**config.mk**
```make
export PLATFORM = sky130hd
export DESIGN_NAME = usart_spi_master
export DESIGN_NICKNAME = d
export VERILOG_FILES = /design/src/rtl/usm_pkg.sv /design/src/rtl/usm_baud.sv /design/src/rtl/usm_spi_eng.sv /design/src/rtl/usart_spi_master.sv
export SDC_FILE = /design/constraint.sdc
export NUM_CORES = 1
export LEC_CHECK = 0
export BUFFER_PORTS_ARGS = -buffer_cell sky130_fd_sc_hd__clkbuf_2
export CAP_MARGIN = 20
export CORE_ASPECT_RATIO = 2
export CORE_MARGIN = 3
export CORE_UTILIZATION = 45
export CTS_BUF_LIST = sky130_fd_sc_hd__clkbuf_8
export DETAILED_ROUTE_END_ITERATION = 10
export PLACE_DENSITY_LB_ADDON = 0.3
export RECOVER_POWER = 100
export SYNTH_ARGS = -nofsm -noshare
export SYNTH_HDL_FRONTEND = slang
export SYNTH_SLANG_ARGS = --single-unit
```
**constraint.sdc**
```tcl
create_clock -name clk -period 2.5 [get_ports clk]
set_input_delay 0 -clock clk [delete_from_list [all_inputs] [get_ports clk]]
set_output_delay 0 -clock clk [all_outputs]
set_load 0.02 [all_outputs]
```
**src/rtl/usm_pkg.sv**
```systemverilog
package usm_pkg;

  typedef enum logic [1:0] {
    MODE_ASYNC = 2'b00,
    MODE_SYNC  = 2'b01,
    MODE_RSVD  = 2'b10,
    MODE_SPI   = 2'b11
  } mode_e;

  localparam logic [2:0] ADDR_DATA = 3'd0;
  localparam logic [2:0] ADDR_STAT = 3'd1;
  localparam logic [2:0] ADDR_CTRL = 3'd2;
  localparam logic [2:0] ADDR_MODE = 3'd3;
  localparam logic [2:0] ADDR_DIV  = 3'd4;

  localparam int BIT_TXC_IE = 6;
  localparam int BIT_DRE_IE = 5;
  localparam int BIT_RX_EN  = 4;
  localparam int BIT_TX_EN  = 3;
  localparam int BIT_TXC    = 6;
  localparam int BIT_LSB    = 2;
  localparam int BIT_CPHA   = 1;
  localparam int BIT_CPOL   = 0;

endpackage

```
**src/rtl/usm_baud.sv**
```systemverilog
module usm_baud #(
  parameter int DIV_W = 8
) (
  input  logic             clk,
  input  logic             rst_n,
  input  logic             run,
  input  logic [DIV_W-1:0] div,
  output logic             tick
);

  logic [DIV_W-1:0] cnt_q, cnt_d;

  always_comb begin
    cnt_d = cnt_q;
    if (!run || cnt_q == div) cnt_d = '0;
    else                      cnt_d = cnt_q + 1'b1;
  end

  always_ff @(posedge clk or negedge rst_n) begin
    if (!rst_n) cnt_q <= '0;
    else        cnt_q <= cnt_d;
  end

  assign tick = run && (cnt_q == div);

endmodule

```
**src/rtl/usm_spi_eng.sv**
```systemverilog
module usm_spi_eng #(
  parameter int DATA_W = 8
) (
  input  logic              clk,
  input  logic              rst_n,
  input  logic              start,
  input  logic [DATA_W-1:0] load,
  input  logic              lsb_first,
  input  logic              cpha,
  input  logic              cpol,
  input  logic              tick,
  input  logic              miso,
  output logic              busy,
  output logic              done,
  output logic              sck,
  output logic              mosi,
  output logic [DATA_W-1:0] rx_byte
);

  localparam int HC_W = $clog2(2 * DATA_W);
  localparam logic [HC_W-1:0] HC_LAST = HC_W'(2 * DATA_W - 1);

  logic              busy_q, busy_d;
  logic              sck_q, sck_d;
  logic              mosi_q, mosi_d;
  logic [HC_W-1:0]   hc_q, hc_d;
  logic [DATA_W-1:0] sr_q, sr_d;
  logic [DATA_W-1:0] rx_q, rx_nxt;
  logic              lead, edge_ev, shift_ev, sample_ev;

  function automatic logic out_bit(input logic [DATA_W-1:0] v, input logic lsb);
    return lsb ? v[0] : v[DATA_W-1];
  endfunction

  function automatic logic [DATA_W-1:0] adv(input logic [DATA_W-1:0] v, input logic lsb);
    return lsb ? (v >> 1) : (v << 1);
  endfunction

  assign lead      = ~hc_q[0];
  assign edge_ev   = busy_q && tick;
  assign shift_ev  = edge_ev && (lead == cpha);
  assign sample_ev = edge_ev && (lead != cpha);
  assign done      = edge_ev && (hc_q == HC_LAST);

  always_comb begin
    rx_nxt = rx_q;
    if (sample_ev) begin
      if (lsb_first) rx_nxt = {miso, rx_q[DATA_W-1:1]};
      else           rx_nxt = {rx_q[DATA_W-2:0], miso};
    end
  end

  always_comb begin
    busy_d = busy_q;
    sck_d  = sck_q;
    mosi_d = mosi_q;
    hc_d   = hc_q;
    sr_d   = sr_q;
    if (edge_ev) begin
      sck_d = ~sck_q;
      hc_d  = hc_q + 1'b1;
      if (shift_ev) begin
        mosi_d = out_bit(sr_q, lsb_first);
        sr_d   = adv(sr_q, lsb_first);
      end
      if (done) busy_d = 1'b0;
    end
    if (start) begin
      busy_d = 1'b1;
      hc_d   = '0;
      sck_d  = cpol;
      if (!cpha) begin
        mosi_d = out_bit(load, lsb_first);
        sr_d   = adv(load, lsb_first);
      end else begin
        sr_d   = load;
      end
    end else if (!busy_q) begin
      sck_d = cpol;
    end
  end

  always_ff @(posedge clk or negedge rst_n) begin
    if (!rst_n) begin
      busy_q <= 1'b0;
      sck_q  <= 1'b0;
      mosi_q <= 1'b0;
      hc_q   <= '0;
      sr_q   <= '0;
      rx_q   <= '0;
    end else begin
      busy_q <= busy_d;
      sck_q  <= sck_d;
      mosi_q <= mosi_d;
      hc_q   <= hc_d;
      sr_q   <= sr_d;
      rx_q   <= rx_nxt;
    end
  end

  assign busy    = busy_q;
  assign sck     = sck_q;
  assign mosi    = mosi_q;
  assign rx_byte = rx_nxt;

  // a transfer begins with SCK at its idle level
  assert_start_idle_R3: assert property (@(posedge clk) disable iff (!rst_n)
    $rose(busy_q) |-> (sck_q == cpol));

  // a transfer ends with SCK back at its idle level
  assert_end_idle_R3: assert property (@(posedge clk) disable iff (!rst_n)
    $fell(busy_q) |-> (sck_q == cpol));

endmodule

```
**src/rtl/usart_spi_master.sv**
```systemverilog
module usart_spi_master #(
  parameter int DATA_W = 8,
  parameter int DIV_W  = 8
) (
  input  logic              clk,
  input  logic              rst_n,
  input  logic              reg_wr,
  input  logic [2:0]        reg_addr,
  input  logic [7:0]        reg_wdata,
  input  logic              rx_read,
  input  logic              gie,
  input  logic              miso,
  output logic              sck,
  output logic              mosi,
  output logic              tx_override,
  output logic              rx_override,
  output logic [DATA_W-1:0] rx_data,
  output logic              dre,
  output logic              txc,
  output logic              rxc,
  output logic              irq_txc,
  output logic              irq_dre
);

  import usm_pkg::*;

  logic [DATA_W-1:0] hold_q, hold_d;
  logic              full_q, full_d;
  logic              tx_req_q, tx_req_d;
  logic              tx_eff_q, tx_eff_d;
  logic              rx_en_q, rx_en_d;
  logic              txc_ie_q, txc_ie_d;
  logic              dre_ie_q, dre_ie_d;
  mode_e             mode_q, mode_d;
  logic              lsb_q, lsb_d;
  logic              cpha_q, cpha_d;
  logic              cpol_q, cpol_d;
  logic [DIV_W-1:0]  div_q, div_d;
  logic              txc_q, txc_d;
  logic              rxc_q, rxc_d;
  logic [DATA_W-1:0] rxb_q, rxb_d;

  logic              wr_data, wr_stat, wr_ctrl, wr_mode, wr_div;
  logic              spi_on, eng_start, eng_busy, eng_done, tick;
  logic [DATA_W-1:0] eng_rx;

  assign wr_data = reg_wr && (reg_addr == ADDR_DATA);
  assign wr_stat = reg_wr && (reg_addr == ADDR_STAT);
  assign wr_ctrl = reg_wr && (reg_addr == ADDR_CTRL);
  assign wr_mode = reg_wr && (reg_addr == ADDR_MODE);
  assign wr_div  = reg_wr && (reg_addr == ADDR_DIV);

  assign spi_on    = (mode_q == MODE_SPI);
  assign eng_start = spi_on && tx_eff_q && full_q && (!eng_busy || eng_done);

  usm_baud #(.DIV_W(DIV_W)) i_baud (
    .clk  (clk),
    .rst_n(rst_n),
    .run  (eng_busy),
    .div  (div_q),
    .tick (tick)
  );

  usm_spi_eng #(.DATA_W(DATA_W)) i_eng (
    .clk      (clk),
    .rst_n    (rst_n),
    .start    (eng_start),
    .load     (hold_q),
    .lsb_first(lsb_q),
    .cpha     (cpha_q),
    .cpol     (cpol_q),
    .tick     (tick),
    .miso     (miso),
    .busy     (eng_busy),
    .done     (eng_done),
    .sck      (sck),
    .mosi     (mosi),
    .rx_byte  (eng_rx)
  );

  // configuration registers
  always_comb begin
    tx_req_d = tx_req_q;
    rx_en_d  = rx_en_q;
    txc_ie_d = txc_ie_q;
    dre_ie_d = dre_ie_q;
    mode_d   = mode_q;
    lsb_d    = lsb_q;
    cpha_d   = cpha_q;
    cpol_d   = cpol_q;
    div_d    = div_q;
    if (wr_ctrl) begin
      txc_ie_d = reg_wdata[BIT_TXC_IE];
      dre_ie_d = reg_wdata[BIT_DRE_IE];
      rx_en_d  = reg_wdata[BIT_RX_EN];
      tx_req_d = reg_wdata[BIT_TX_EN];
    end
    if (wr_mode) begin
      mode_d = mode_e'(reg_wdata[7:6]);
      lsb_d  = reg_wdata[BIT_LSB];
      cpha_d = reg_wdata[BIT_CPHA];
      cpol_d = reg_wdata[BIT_CPOL];
    end
    if (wr_div) div_d = DIV_W'(reg_wdata);
  end

  // transmit holding register and effective transmitter enable
  always_comb begin
    hold_d   = hold_q;
    full_d   = full_q;
    tx_eff_d = tx_eff_q;
    if (wr_data && tx_req_q && !full_q) begin
      hold_d = DATA_W'(reg_wdata);
      full_d = 1'b1;
    end else if (eng_start) begin
      full_d = 1'b0;
    end
    if (wr_ctrl && reg_wdata[BIT_TX_EN])               tx_eff_d = 1'b1;
    else if (!tx_req_q && !full_q && !eng_busy)        tx_eff_d = 1'b0;
  end

  // flags and receive holding register
  always_comb begin
    txc_d = txc_q;
    rxc_d = rxc_q;
    rxb_d = rxb_q;
    if (wr_stat && reg_wdata[BIT_TXC]) txc_d = 1'b0;
    if (eng_done && !full_q)           txc_d = 1'b1;
    if (eng_done && rx_en_q) begin
      rxb_d = eng_rx;
      rxc_d = 1'b1;
    end else if (rx_read) begin
      rxc_d = 1'b0;
    end
    if (!rx_en_q) begin
      rxb_d = '0;
      rxc_d = 1'b0;
    end
  end

  always_ff @(posedge clk or negedge rst_n) begin
    if (!rst_n) begin
      hold_q   <= '0;
      full_q   <= 1'b0;
      tx_req_q <= 1'b0;
      tx_eff_q <= 1'b0;
      rx_en_q  <= 1'b0;
      txc_ie_q <= 1'b0;
      dre_ie_q <= 1'b0;
      mode_q   <= MODE_ASYNC;
      lsb_q    <= 1'b0;
      cpha_q   <= 1'b0;
      cpol_q   <= 1'b0;
      div_q    <= '0;
      txc_q    <= 1'b0;
      rxc_q    <= 1'b0;
      rxb_q    <= '0;
    end else begin
      hold_q   <= hold_d;
      full_q   <= full_d;
      tx_req_q <= tx_req_d;
      tx_eff_q <= tx_eff_d;
      rx_en_q  <= rx_en_d;
      txc_ie_q <= txc_ie_d;
      dre_ie_q <= dre_ie_d;
      mode_q   <= mode_d;
      lsb_q    <= lsb_d;
      cpha_q   <= cpha_d;
      cpol_q   <= cpol_d;
      div_q    <= div_d;
      txc_q    <= txc_d;
      rxc_q    <= rxc_d;
      rxb_q    <= rxb_d;
    end
  end

  assign tx_override = tx_eff_q;
  assign rx_override = rx_en_q;
  assign rx_data     = rxb_q;
  assign dre         = ~full_q;
  assign txc         = txc_q;
  assign rxc         = rxc_q;
  assign irq_txc     = txc_ie_q && gie && txc_q;
  assign irq_dre     = dre_ie_q && gie && ~full_q;

  // the shift engine only starts while SPI master mode is selected
  assert_start_spi_only_R2: assert property (@(posedge clk) disable iff (!rst_n)
    $rose(eng_busy) |-> $past(mode_q == MODE_SPI));

  // the TX override drops only once both transmit stages are empty
  assert_drain_before_release_R9: assert property (@(posedge clk) disable iff (!rst_n)
    $fell(tx_override) |-> (!full_q && !eng_busy));

  // a write into a full holding register leaves its contents alone
  assert_full_write_ignored_R6: assert property (@(posedge clk) disable iff (!rst_n)
    (wr_data && full_q && !eng_start) |=> $stable(hold_q));

  // transmit-complete only rises at the end of a transfer
  assert_txc_after_done_R8: assert property (@(posedge clk) disable iff (!rst_n)
    $rose(txc_q) |-> $past(eng_done));

  // receive-complete only rises at the end of a transfer with the receiver on
  assert_rxc_after_done_R10: assert property (@(posedge clk) disable iff (!rst_n)
    $rose(rxc_q) |-> $past(eng_done && rx_en_q));

endmodule

```
==> metrics <==
critical path class flip-flop to flip-flop; grt ovf 0; first-pass GRT wire length 11700 um; Starting Density 46.8%; Comb power frac 26.7%; clock-pin slew on the worst setup and hold paths 80 ps; Die X 67.9 um; failing checks capacitance limit, slew limit; ant diodes 0; critical path arrival 2340 ps; Post-synth EDFFs 0; Final Worst Setup Slack 405 ps; number of nets in the layout 379; I/O pin count 34; Avg WL per Cell 15.2 um; Worst setup startpoint i_baud.cnt_q[2]; Pwr Total 3.45 mW; internal cell power 2.26 mW; CTS Sinks 68; Post-DP HPWL 5030 um; DIE AREA 8820 um^2; CP Capture Point rx_data[6]; drt initial violations 89; Mapped Area 3450 um^2; Synth Warn # 0; number of global-route vias before repair 2456; row count 44; Worst setup SP type flip-flop; maximum number of pins on one net before global-route repair 69; slowest CP cell nor4_4; flip-flop and latch count after synthesis 68; gr usage total 18.1%; RSZ-0062 raised after global routing no; CP Max Fanout 10; syn_area_per_cell 11.2 um^2; WP buf/inv 1; most common cell after layout, fill and taps aside dfrtp_1; fillers 686; Slew @ Worst Pin 1670 ps; Synth Instances 309; Num CTS Buffers 9; fin. max-slew vios 69; commonest cells after routing, fill and taps aside dfrtp_1 (68), mux2i_1 (44), mux2_2 (31), nand2_1 (28), clkbuf_1 (21); Clock power frac 26.2%; internal reg-to-reg setup slack 410 ps; run status finished with violations; Net Switching 1.19 mW; Syn-to-layout area delta 16.3%; post-CTS sizing 0; I/O Buffers 33; worst r2r path cells 6; Seq/Total Area, Yosys 49.3%; CP Capture Type flip-flop; P_leak 1.97 nW; Final ANT Viol Nets 0; die height 130 um; synth unique cells 41; Final Cycle Share 83.8%; max-cap violations 1; largest delay contributor family on the critical path simple AND/OR/NAND/NOR gates; Clock Tree Buf Depth 2; Cell Chain, Critical Path xor2_1 -> nor4_4 -> nand4_1 -> clkbuf_1 -> mux2i_1 -> nor2b_1; CTS tree done; Max VDD drop 517 uV; fmax 0.477 GHz; Worst path max stage delay 500 ps; Post-synth ARST share 100%; Worst Skew 9.94 ps; via-per-instance ratio 5.22; initial antenna violation count 0; Flop pwr share 47.1%; H-tree depth 3; GPL Wtd Cong 0.751; root buffer cell clkbuf_8; Switching Fraction 34.6%; core area 7380 um^2; pre-CTS setup slack 432 ps; Crit Reg-Reg Endpoint rx_data[6]; Mapped Nets 328; routed wire length 6960 um; final hold vios 0; DR pass1 iterations 4; setup TNS 0 ps; setup violators final 0; Slew Limit Headroom -11.5%; Critical Path Stages 6; # Post-CTS Setup Buffers 0; hold crit path type primary input to flip-flop; Tmin final 2090 ps; later-pin clock latency in the skew report 360 ps; Pwr Density 860 nW/um^2; ys flop type dfrtp_1; via count 2384; share of layout cells above drive strength 1 18.9%; DRC Markers 0; R2R Path Start i_baud.cnt_q[2]; Worst Path Required 2750 ps
[layer usage]
layer  GRT usage [%]  part of all wire [%]  vias up
li1                -                     -     1196
met3            4.39                   3.1       16
met5               0                     0        -
met1            19.0                    38     1142
met2            32.1                    56       30
met4            9.26                   2.9        0
[flip-flops by register name, indices dropped and copies added, names as in the netlist, 2 cells and up]
| signal | flops |
|---|---|
| div_q | 8 |
| hold_q | 8 |
| i_baud.cnt_q | 8 |
| i_eng.rx_q | 8 |
| i_eng.sr_q | 8 |
| rx_data | 8 |
| i_eng.hc_q | 4 |
| mode_q | 2 |
[worst min path at each step]
stage	slack, ps	end	from	cells past startpoint
3_3_place_gp	250	i_eng.rx_q[0]	rst_n	2
6_report	30	txc	reg_addr[2]	4
3_5_place_dp	250	rx_data[0]	rst_n	2
2_1_floorplan	-300	cpha_q	rst_n	0
4_1_cts	2	txc	reg_addr[2]	4
5_1_grt	50	txc	reg_addr[2]	4
[area by class of cell]
type | count | area [um^2] | share of cell area (%)
Clock buffer | 9 | 124 | 3.09
Clock inverter | 7 | 75.1 | 1.87
Inverter | 6 | 22.5 | 0.561
Multi-Input combinational cell | 221 | 1660 | 41.4
Sequential cell | 68 | 1700 | 42.4
Tap cell | 92 | 115 | 2.87
Timing Repair Buffer | 54 | 317 | 7.88
[timing repair]
action,4_1_cts,5_1_grt
setup endpoints to repair,0,0
endpoints found under the hold margin,97,0
hold buffers,13,0
[cell families after synthesis]
family	Yosys count	share of synthesized area [%]
multiplexers	75	22.9
AO/OA/AOI/OAI	40	6.89
buffers and inverters	20	2.39
flip-flops	68	49.3
XOR/XNOR	16	4.06
AND/OR/NAND/NOR	88	13.8
adder cells (fa/ha/maj)	2	0.725
[cells in the mapped netlist (all sizes together), types with 5 or more instances]
master   n  share of area, %
nand4    5              0.91
nor2    17               1.8
nand3   11               1.7
and3     6               1.1
inv      6              0.65
a21oi    7               1.0
o21ai   20               2.9
mux2    31                10
dfrtp   68                49
mux2i   44                13
clkbuf   6              0.65
buf      8               1.1
nand2   28               3.1
nor2b    9               1.6
xor2    15               3.8
[worst register-to-register path, cell delays in order (launching register included)]
cell,delay [ps]
dfrtp_1,430
xor2_1,200
nor4_4,500
nand4_1,140
clkbuf_1,390
mux2i_1,260
nor2b_1,70
[power groups by stage]
stage / Combinational, mW / Clock [mW] / Sequential, mW
2_1_floorplan: 0.749 / 0 / 1.55
3_3_place_gp: 0.916 / 0 / 1.64
3_5_place_dp: 0.934 / 0 / 1.65
4_1_cts: 0.950 / 0.943 / 1.63
5_1_grt: 1.05 / 0.980 / 1.67
6_report: 0.922 / 0.905 / 1.63
[through the flow]
stage               std cells  hold WS [ps]  cell area (um^2)  util, %
floorplan                 309          -296              3450        -
global placement          428           250              3730     50.6
detailed placement        428           250              3730     50.6
CTS                       457          1.86              4060     55.1
global route              457          52.2              4020     54.4
finish                    457          27.0              4020     54.4
Note: power is estimated with default switching activity, not from simulation.
